File: src/rtl/pc_pkg.sv
package pc_pkg;

    typedef enum logic [3:0] {
        OP_HOLD,
        OP_STEP,
        OP_NJMP,
        OP_NCALL,
        OP_FJMP,
        OP_FCALL,
        OP_RET,
        OP_SWI,
        OP_HWI
    } pc_op_e;

endpackage

File: src/rtl/pc_req_arbiter.sv
module pc_req_arbiter
    import pc_pkg::*;
(
    input  logic   refill_q_i,
    input  logic   step_i,
    input  logic   near_jump_i,
    input  logic   near_call_i,
    input  logic   far_jump_i,
    input  logic   far_call_i,
    input  logic   ret_i,
    input  logic   hw_irq_i,
    input  logic   sw_irq_i,
    output pc_op_e op_o
);

    // Fixed priority; a refill cycle masks everything.
    always_comb begin
        if (refill_q_i)       op_o = OP_HOLD;
        else if (hw_irq_i)    op_o = OP_HWI;
        else if (sw_irq_i)    op_o = OP_SWI;
        else if (ret_i)       op_o = OP_RET;
        else if (far_call_i)  op_o = OP_FCALL;
        else if (far_jump_i)  op_o = OP_FJMP;
        else if (near_call_i) op_o = OP_NCALL;
        else if (near_jump_i) op_o = OP_NJMP;
        else if (step_i)      op_o = OP_STEP;
        else                  op_o = OP_HOLD;
    end

endmodule

File: src/rtl/pc_return_stack.sv
module pc_return_stack #(
    parameter int W     = 11,
    parameter int DEPTH = 5
) (
    input  logic         clk,
    input  logic         rst_n,
    input  logic         push_i,
    input  logic         pop_i,
    input  logic [W-1:0] push_data_i,
    output logic [W-1:0] top_o
);

    localparam int PTR_W = (DEPTH > 1) ? $clog2(DEPTH) : 1;
    localparam logic [PTR_W-1:0] LAST_IDX = PTR_W'(DEPTH - 1);

    typedef struct packed {
        logic [DEPTH-1:0][W-1:0] slot;
        logic [PTR_W-1:0]        ptr;
    } stk_t;

    stk_t stk_d, stk_q;
    logic [PTR_W-1:0] prev_idx, next_idx;

    assign prev_idx = (stk_q.ptr == '0) ? LAST_IDX : stk_q.ptr - 1'b1;
    assign next_idx = (stk_q.ptr == LAST_IDX) ? '0 : stk_q.ptr + 1'b1;
    assign top_o    = stk_q.slot[prev_idx];

    always_comb begin
        stk_d = stk_q;
        if (push_i) begin
            stk_d.slot[stk_q.ptr] = push_data_i;
            stk_d.ptr             = next_idx;
        end else if (pop_i) begin
            stk_d.ptr = prev_idx;
        end
    end

    always_ff @(posedge clk or negedge rst_n) begin
        if (!rst_n) stk_q <= '0;
        else        stk_q <= stk_d;
    end

    // the ring pointer never leaves the entry range
    assert_ptr_in_ring_R7: assert property (@(posedge clk) disable iff (!rst_n)
        stk_q.ptr <= LAST_IDX);

    // a value just pushed is the one a return sees next
    assert_push_then_top_R6: assert property (@(posedge clk) disable iff (!rst_n)
        push_i |=> top_o == $past(push_data_i));

    // push and pop never requested together by the sequencer
    assert_no_push_pop_R6: assert property (@(posedge clk) disable iff (!rst_n)
        !(push_i && pop_i));

endmodule

File: src/rtl/pc_sequencer.sv
module pc_sequencer
    import pc_pkg::*;
#(
    parameter int PC_W   = 11,
    parameter int NEAR_W = 10,
    parameter int DEPTH  = 5,
    parameter logic [PC_W-1:0] HW_VEC = PC_W'('h008),
    parameter logic [PC_W-1:0] SW_VEC = PC_W'('h002)
) (
    input  logic              clk,
    input  logic              rst_n,
    input  logic              step_i,
    input  logic              near_jump_i,
    input  logic              near_call_i,
    input  logic              far_jump_i,
    input  logic              far_call_i,
    input  logic              ret_i,
    input  logic              hw_irq_i,
    input  logic              sw_irq_i,
    input  logic [NEAR_W-1:0] near_target_i,
    input  logic [PC_W-1:0]   far_target_i,
    input  logic              page_wr_i,
    input  logic [PC_W-NEAR_W-1:0] page_data_i,
    output logic [PC_W-1:0]   fetch_addr_o,
    output logic [PC_W-NEAR_W-1:0] page_o,
    output logic              refill_o
);

    localparam int PAGE_W = PC_W - NEAR_W;
    localparam logic [PC_W-1:0] RESET_VEC = '1;

    typedef struct packed {
        logic [PC_W-1:0]   pc;
        logic [PAGE_W-1:0] page;
        logic              refill;
    } seq_state_t;

    seq_state_t st_d, st_q;
    pc_op_e     op;
    logic       push, pop;
    logic [PC_W-1:0] pc_inc, stack_top;

    assign pc_inc = st_q.pc + 1'b1;

    pc_req_arbiter u_arb (
        .refill_q_i (st_q.refill),
        .step_i     (step_i),
        .near_jump_i(near_jump_i),
        .near_call_i(near_call_i),
        .far_jump_i (far_jump_i),
        .far_call_i (far_call_i),
        .ret_i      (ret_i),
        .hw_irq_i   (hw_irq_i),
        .sw_irq_i   (sw_irq_i),
        .op_o       (op)
    );

    pc_return_stack #(.W(PC_W), .DEPTH(DEPTH)) u_stack (
        .clk        (clk),
        .rst_n      (rst_n),
        .push_i     (push),
        .pop_i      (pop),
        .push_data_i(pc_inc),
        .top_o      (stack_top)
    );

    always_comb begin
        st_d        = st_q;
        st_d.refill = 1'b0;
        push        = 1'b0;
        pop         = 1'b0;
        unique case (op)
            OP_STEP:  st_d.pc = pc_inc;
            OP_NJMP:  st_d.pc = {st_q.page, near_target_i};
            OP_NCALL: begin st_d.pc = {st_q.page, near_target_i}; push = 1'b1; end
            OP_FJMP:  st_d.pc = far_target_i;
            OP_FCALL: begin st_d.pc = far_target_i; push = 1'b1; end
            OP_RET:   begin st_d.pc = stack_top;    pop  = 1'b1; end
            OP_SWI:   begin st_d.pc = SW_VEC;       push = 1'b1; end
            OP_HWI:   begin st_d.pc = HW_VEC;       push = 1'b1; end
            default:  ;
        endcase
        if (op != OP_HOLD && op != OP_STEP) st_d.refill = 1'b1;
        if (!st_q.refill && page_wr_i)      st_d.page   = page_data_i;
    end

    always_ff @(posedge clk or negedge rst_n) begin
        if (!rst_n) st_q <= '{pc: RESET_VEC, page: '0, refill: 1'b0};
        else        st_q <= st_d;
    end

    assign fetch_addr_o = st_q.pc;
    assign page_o       = st_q.page;
    assign refill_o     = st_q.refill;

    // refill lasts one cycle and freezes the address
    assert_refill_holds_R10: assert property (@(posedge clk) disable iff (!rst_n)
        refill_o |=> (!refill_o && $stable(fetch_addr_o)));

    // hardware interrupt outside refill lands on its vector
    assert_hw_vector_R8: assert property (@(posedge clk) disable iff (!rst_n)
        (!refill_o && hw_irq_i) |=> (fetch_addr_o == HW_VEC && refill_o));

    // a trap without hardware interrupt lands on the trap vector
    assert_sw_vector_R9: assert property (@(posedge clk) disable iff (!rst_n)
        (!refill_o && sw_irq_i && !hw_irq_i) |=> fetch_addr_o == SW_VEC);

    // near branch combines old page with the short target
    assert_near_paged_R3: assert property (@(posedge clk) disable iff (!rst_n)
        (op == OP_NJMP || op == OP_NCALL) |=>
            fetch_addr_o == {$past(page_o), $past(near_target_i)});

    // plain step advances by one
    assert_step_inc_R2: assert property (@(posedge clk) disable iff (!rst_n)
        (op == OP_STEP) |=> fetch_addr_o == $past(fetch_addr_o) + 1'b1);

    // page bit untouched by interrupts and returns without a write
    assert_page_kept_R5: assert property (@(posedge clk) disable iff (!rst_n)
        ((op == OP_RET || op == OP_HWI || op == OP_SWI) && !page_wr_i) |=> $stable(page_o));

endmodule

File: config.mk
export PLATFORM = sky130hd
export DESIGN_NAME = pc_sequencer
export DESIGN_NICKNAME = d
export VERILOG_FILES = /design/src/rtl/pc_pkg.sv /design/src/rtl/pc_req_arbiter.sv /design/src/rtl/pc_return_stack.sv /design/src/rtl/pc_sequencer.sv
export SDC_FILE = /design/constraint.sdc
export NUM_CORES = 1
export LEC_CHECK = 0
export ABC_AREA = 1
export BUFFER_PORTS_ARGS = -buffer_cell sky130_fd_sc_hd__buf_2
export CORE_MARGIN = 5
export CORE_UTILIZATION = 25
export CTS_CLUSTER_SIZE = 20
export DETAILED_ROUTE_END_ITERATION = 16
export HOLD_SLACK_MARGIN = 0.02
export PLACE_DENSITY = 0.46
export SETUP_SLACK_MARGIN = 0.1
export SLEW_MARGIN = 25
export SYNTH_ARGS = -nofsm -noshare
export SYNTH_HDL_FRONTEND = slang
export SYNTH_SLANG_ARGS = --single-unit
File: constraint.sdc
create_clock -name clk -period 3.5 [get_ports clk]
set_input_delay 0.7 -clock clk [delete_from_list [all_inputs] [get_ports clk]]
set_output_delay 0.7 -clock clk [all_outputs]
set_load 0.02 [all_outputs]
Yosys cells after proc, flatten, opt, wreduce, memory -nomap -nowiden
Index checks and enable logic that the tools add are counted.
{"block": "word_totals", "register_bits": 71, "input_bits": 33}
{"block": "classes", "addsub": 3, "order_cmp": 3, "eq_ne": 10, "muxes": 22, "n_reduce_logical": 11}
{"cell": "11-bit case mux with 6 select lines", "count": 1}
{"cell": "55-bit bitwise mux", "count": 1}
{"cell": "11-bit binary-select mux with 3-bit select", "count": 1}
{"cell": "11-bit demux with 3-bit select", "count": 1}
{"cell": "4-bit two-way mux", "count": 8}
{"cell": "11-bit two-way mux", "count": 2}
{"cell": "4-bit by 3-bit == test with 1-bit output, second input constant", "count": 4}
{"cell": "3-bit two-way mux", "count": 4}
{"cell": "11-bit by 1-bit adder with 11-bit output, second input constant", "count": 1}
{"cell": "4-bit by 2-bit == test with 1-bit output, second input constant", "count": 2}
{"cell": "3-bit by 4-bit less-than comparator with 1-bit output, second input constant", "count": 2}
{"cell": "6-bit nonzero test", "count": 1}
{"cell": "4-bit by 1-bit == test with 1-bit output, second input constant", "count": 1}
{"cell": "4-bit == test, second input constant", "count": 1}
{"cell": "1-bit two-way mux", "count": 4}
{"cell": "4-bit by 1-bit inequality test with 1-bit output, second input constant", "count": 1}
{"cell": "4-bit nonzero test", "count": 1}
{"cell": "2-bit OR reduction", "count": 2}
{"cell": "4-bit OR reduction", "count": 1}
{"cell": "3-bit by 1-bit adder with 3-bit output, second input constant", "count": 1}
{"cell": "3-bit == test, second input constant", "count": 1}
{"cell": "3-bit by 1-bit greater-or-equal comparator with 1-bit output, second input constant", "count": 1}
{"cell": "1-bit logical AND", "count": 3}
{"cell": "3-bit zero test", "count": 1}
{"cell": "other kinds (3)", "count": 3}

Depth between registers and ports, before layout
{"block": "logic_depth", "depth_word": 13, "ltp_mapped": 14}

By module
A second synthesis with hierarchy kept.
{"block": "unflattened", "hier_cells": 559, "hier_area_um2": 4068.9}
{"module": "pc_return_stack", "instances": 1, "cells_per_inst": 344, "area_each_um2": 2798.9}
{"module": "pc_sequencer", "instances": 1, "cells_per_inst": 196, "area_each_um2": 1188.6}
{"module": "pc_req_arbiter", "instances": 1, "cells_per_inst": 19, "area_each_um2": 81.3}

Least setup slack after synthesis
No wires, ideal clock.
{"block": "synth_path", "kind": "register to register", "startpoint": "register u_stack.stk_q[0] in the netlist's numbering", "endpoint": "register st_q (netlist bit fetch_addr_o[10])", "setup_ns": 0.083, "arrival_ns": 1.883, "slack_ns": 1.534, "stages_incl_launch_ff": 13, "n_path_buf": 1, "cell_sequence": "dfrtp_1 inv_1 ha_1 ha_1 nor2_1 clkbuf_1 nand2_1 o211ai_1 nand3_1 nand3_1 nand2_1 inv_1 nand3_1"}
{"block": "synth_via", "elab_chain_len": 5, "word_cells_on_any_way": 6, "cone_classes": "add/sub (1); mux (4); reduce/logical (1)"}
{"element": "from (decl)", "line_no": "pc_return_stack.sv:21", "rtl": "stk_t stk_d, stk_q;"}
{"element": "from (signal assigned)", "line_no": "pc_return_stack.sv:40", "rtl": "else stk_q <= stk_d;"}
{"element": "3-bit by 1-bit subtractor with 3-bit output or 3-bit zero test (tied branches)", "line_no": "pc_return_stack.sv:24", "rtl": "assign prev_idx = (stk_q.ptr == '0) ? LAST_IDX : stk_q.ptr - 1'b1;"}
{"element": "3-bit two-way mux *", "line_no": "pc_return_stack.sv:24"}
{"element": "11-bit binary-select mux with 3-bit select *", "line_no": "pc_return_stack.sv:26", "rtl": "assign top_o = stk_q.slot[prev_idx];"}
{"element": "11-bit two-way mux (implied by the code) *", "line_no": "pc_return_stack.sv:26"}
{"element": "11-bit case mux with 6 select lines *", "line_no": "pc_sequencer.sv:72", "rtl": "unique case (op)"}
{"element": "to (signal assigned)", "line_no": "pc_sequencer.sv:88", "rtl": "if (!rst_n) st_q <= '{pc: RESET_VEC, page: '0, refill: 1'b0};"}
{"element": "to (signal assigned)", "line_no": "pc_sequencer.sv:89", "rtl": "else st_q <= st_d;"}
{"element": "to (decl)", "line_no": "pc_sequencer.sv:38", "rtl": "seq_state_t st_d, st_q;"}
Mark *: on every way between the ends. The rest lies on a longest branch, timed or not. The select of a mux whose other input is x is not followed.
A chain may end at the register's enable or synchronous reset.

Worst setup path in the final report
{"block": "layout_path", "startpoint": "register u_stack.stk_q[0] in the netlist's numbering", "endpoint": "register st_q (netlist bit fetch_addr_o[8])"}
Same word-level chain as after synthesis.

==> impl_metrics.ini <==
[run_status]
outcome = completed

[placed_design]
hpwl_um = 8860
portBuffers = 45
place_inst = 847
place_ws_ps = 839
gp_congestion = 0.829

[detailed_routing]
met1_length_um = 5520
top_layer_used = met4
final_antenna_net_count = 0
drt_iter0_drc = 272
wl_met3_um = 367
viasPerCell = 4.59
drc = 0
dr_total_vias = 3950
wl_met2_um = 5960
routed_wl_um = 12100
drtPass1Iterations = 5
wl_per_cell_um = 14.0

[power]
pwr-share-seq_pct = 33.1
power_frac_comb_pct = 45.3
p_total_w = 0.00420
p_per_area_nw_per_um2 = 851
clkPwrFrac_pct = 21.6
vdd.ir_drop.worst_mv = 0.287
switching_share_pct = 44.6
p_leak_nw = 2.61
p_switching_w = 0.00187
p_int_w = 0.00233

[sta]
worst_pin_slew_ps = 869
layout_min_cycle_time_ps = 2480
rsz0062_at_grt = no
slew_headroom_pct = 41.9
fin_hold_ws_ps = 332
finalSetupTns_ps = 0
slew_viol_final = 0
finalClockSkew_ps = 9.72
hold_viol_final = 0
setup_viol = 0
finalWorstSetupSlack_ps = 1020
post-route-period-util_pct = 71.0
fmax_mhz = 403

[clocking]
numCtsBuffers = 9
clk_pin_slew_worst_paths_ps = 60
cts_root_buf = clkbuf_16
ctsHoldBuffers = 0
cts_sinks = 71
cts_resized = 0
cts_tree = done
clock_latency_ps = 340
cts_setup_buffers = 0
cts.htree.levels = 3
clock_path_buffers = 2

[synthesis]
synth_top_area_share_pct = 35.7
ys.warnings.count = 0
synth_edf_count = 0
ys.flop_type = dfrtp_1
synth_seq_area_share_pct = 42.5
syn_nets = 638
synthTopCellsByCount = nand2_1, nand3_1, inv_1
avgSynthCellArea_um2 = 7.02
ys_seq_elements = 71
syn_inst = 600
synth_area_leaders = dfrtp_1, nand2_1, nand3_1
synth_most_common_cell = nand2_1
yosysUniqueCellTypes = 25
synth_top_area_cell = dfrtp_1
synthArstFlopShare_pct = 100
netlist_area_um2 = 4210

[die]
boundaryPins = 46
die_height_um = 140
dieWidth_um = 140
start_util_pct = 25.4
core-area_um2 = 16600
rows = 47
die_area_um2 = 19500

[worst_setup_path]
cp-start-kind = register
cp-end-kind = register
cp.arrival_ps = 2740
worstSetupStartpoint = u_stack.stk_q[0]
path_max_fanout = 23
reg2reg_to = fetch_addr_o[8]
rrSetupSlack_ps = 1020
r2r_start = u_stack.stk_q[0]
critPathKind = register to register
rr_worst_depth = 13
critical_path_required_ps = 3750

[hold_path]
hold_class = input port to asynchronous set/reset pin

[global_routing]
antenna_found_initial = 0
grt_pass1_wl_um = 20300
grt_pass1_vias = 3988
grt_max_degree = 44
grt-ovfl-total = 0
grtUsageTotal_pct = 12.8

[final_layout]
diodes = 0
finalNonFillerCells = 861
drive_gt1_share_pct = 15.0
nFillCells = 1835
syn_to_final_growth_pct = 17.2
finalNetCount = 676

[job]
maxCapViolCount = 0
==> layout by cell type, fill, tap and decap left out, types with 11 or more instances in the layout <==
cell type  Yosys  final
buf_2         11     45
dfrtp_1       60     60
nand2_1      212    212
dfstp_2       11     11
nor2_1        42     41
o21ai_0       15     15
nand3_1      104    104
nand4_1       11     11
inv_1         63     63
==> critical path, stage by stage (launching register included) <==
cell and delay (ps):
dfrtp_1 490, inv_1 140, ha_1 260, ha_1 210, inv_1 60, nand2_1 480
nor2_1 250, nor2_1 60, nand2_1 60, nand3_1 90, nand3_1 110, nand2_1 70
inv_1 50, nand3_1 60
==> state kept, by name, indices dropped and copies added, names as in the netlist <==
| name | cells |
|---|---|
| page_o | 1 |
| u_stack.stk_q | 58 |
| fetch_addr_o | 11 |
| refill_o | 1 |
==> per-layer routing <==
metal / vias up / track usage (%)
met3: 15 / 1.78
li1: 1979 / -
met1: 1886 / 17.1
met2: 70 / 21.2
met5: - / 0
met4: 0 / 4.95
==> stage by stage <==
step | utilization, % | cell area [um^2]
6_report | 29.8 | 4930
5_1_grt | 29.8 | 4930
4_1_cts | 29.8 | 4930
3_5_place_dp | 28.0 | 4650
3_3_place_gp | 28.0 | 4650
2_1_floorplan | - | 4210
==> logic make-up (layout without fill, tap and decap cells) <==
family | after synthesis | in the layout | share of synthesized area, %
flip-flops | 71 | 71 | 42.5
AO/OA/AOI/OAI | 38 | 38 | 5.20
AND/OR/NAND/NOR | 385 | 385 | 39.9
XOR/XNOR | 9 | 9 | 1.87
adder cells (fa/ha/maj) | 5 | 5 | 1.49
buffers and inverters | 92 | 133 | 9.06
==> worst max-delay path by stage <==
stage,end,slack (ps)
floorplan,fetch_addr_o[10],1530
global placement,u_stack.stk_q[31],890
detailed placement,u_stack.stk_q[29],840
CTS,fetch_addr_o[8],970
global route,fetch_addr_o[8],670
finish,fetch_addr_o[8],1020
==> power groups by stage <==
stage	combinational [W]	sequential, W	clock, W
floorplan	0.00132	0.00140	0
global placement	0.00191	0.00140	0
detailed placement	0.00192	0.00140	0
CTS	0.00193	0.00139	0.000928
global route	0.00217	0.00144	0.000970
finish	0.00190	0.00139	0.000907
==> cell type report <==
class,count,area (um^2),share of cell area (%)
timing repair buffer,55,300,6.09
clock buffer,10,239,4.84
inverter,64,240,4.87
tap,220,275,5.58
multi-input combinational,437,2040,41.4
sequential,71,1790,36.3
clock inverter,4,47.5,0.963
Power figures use the tool's default switching activity.
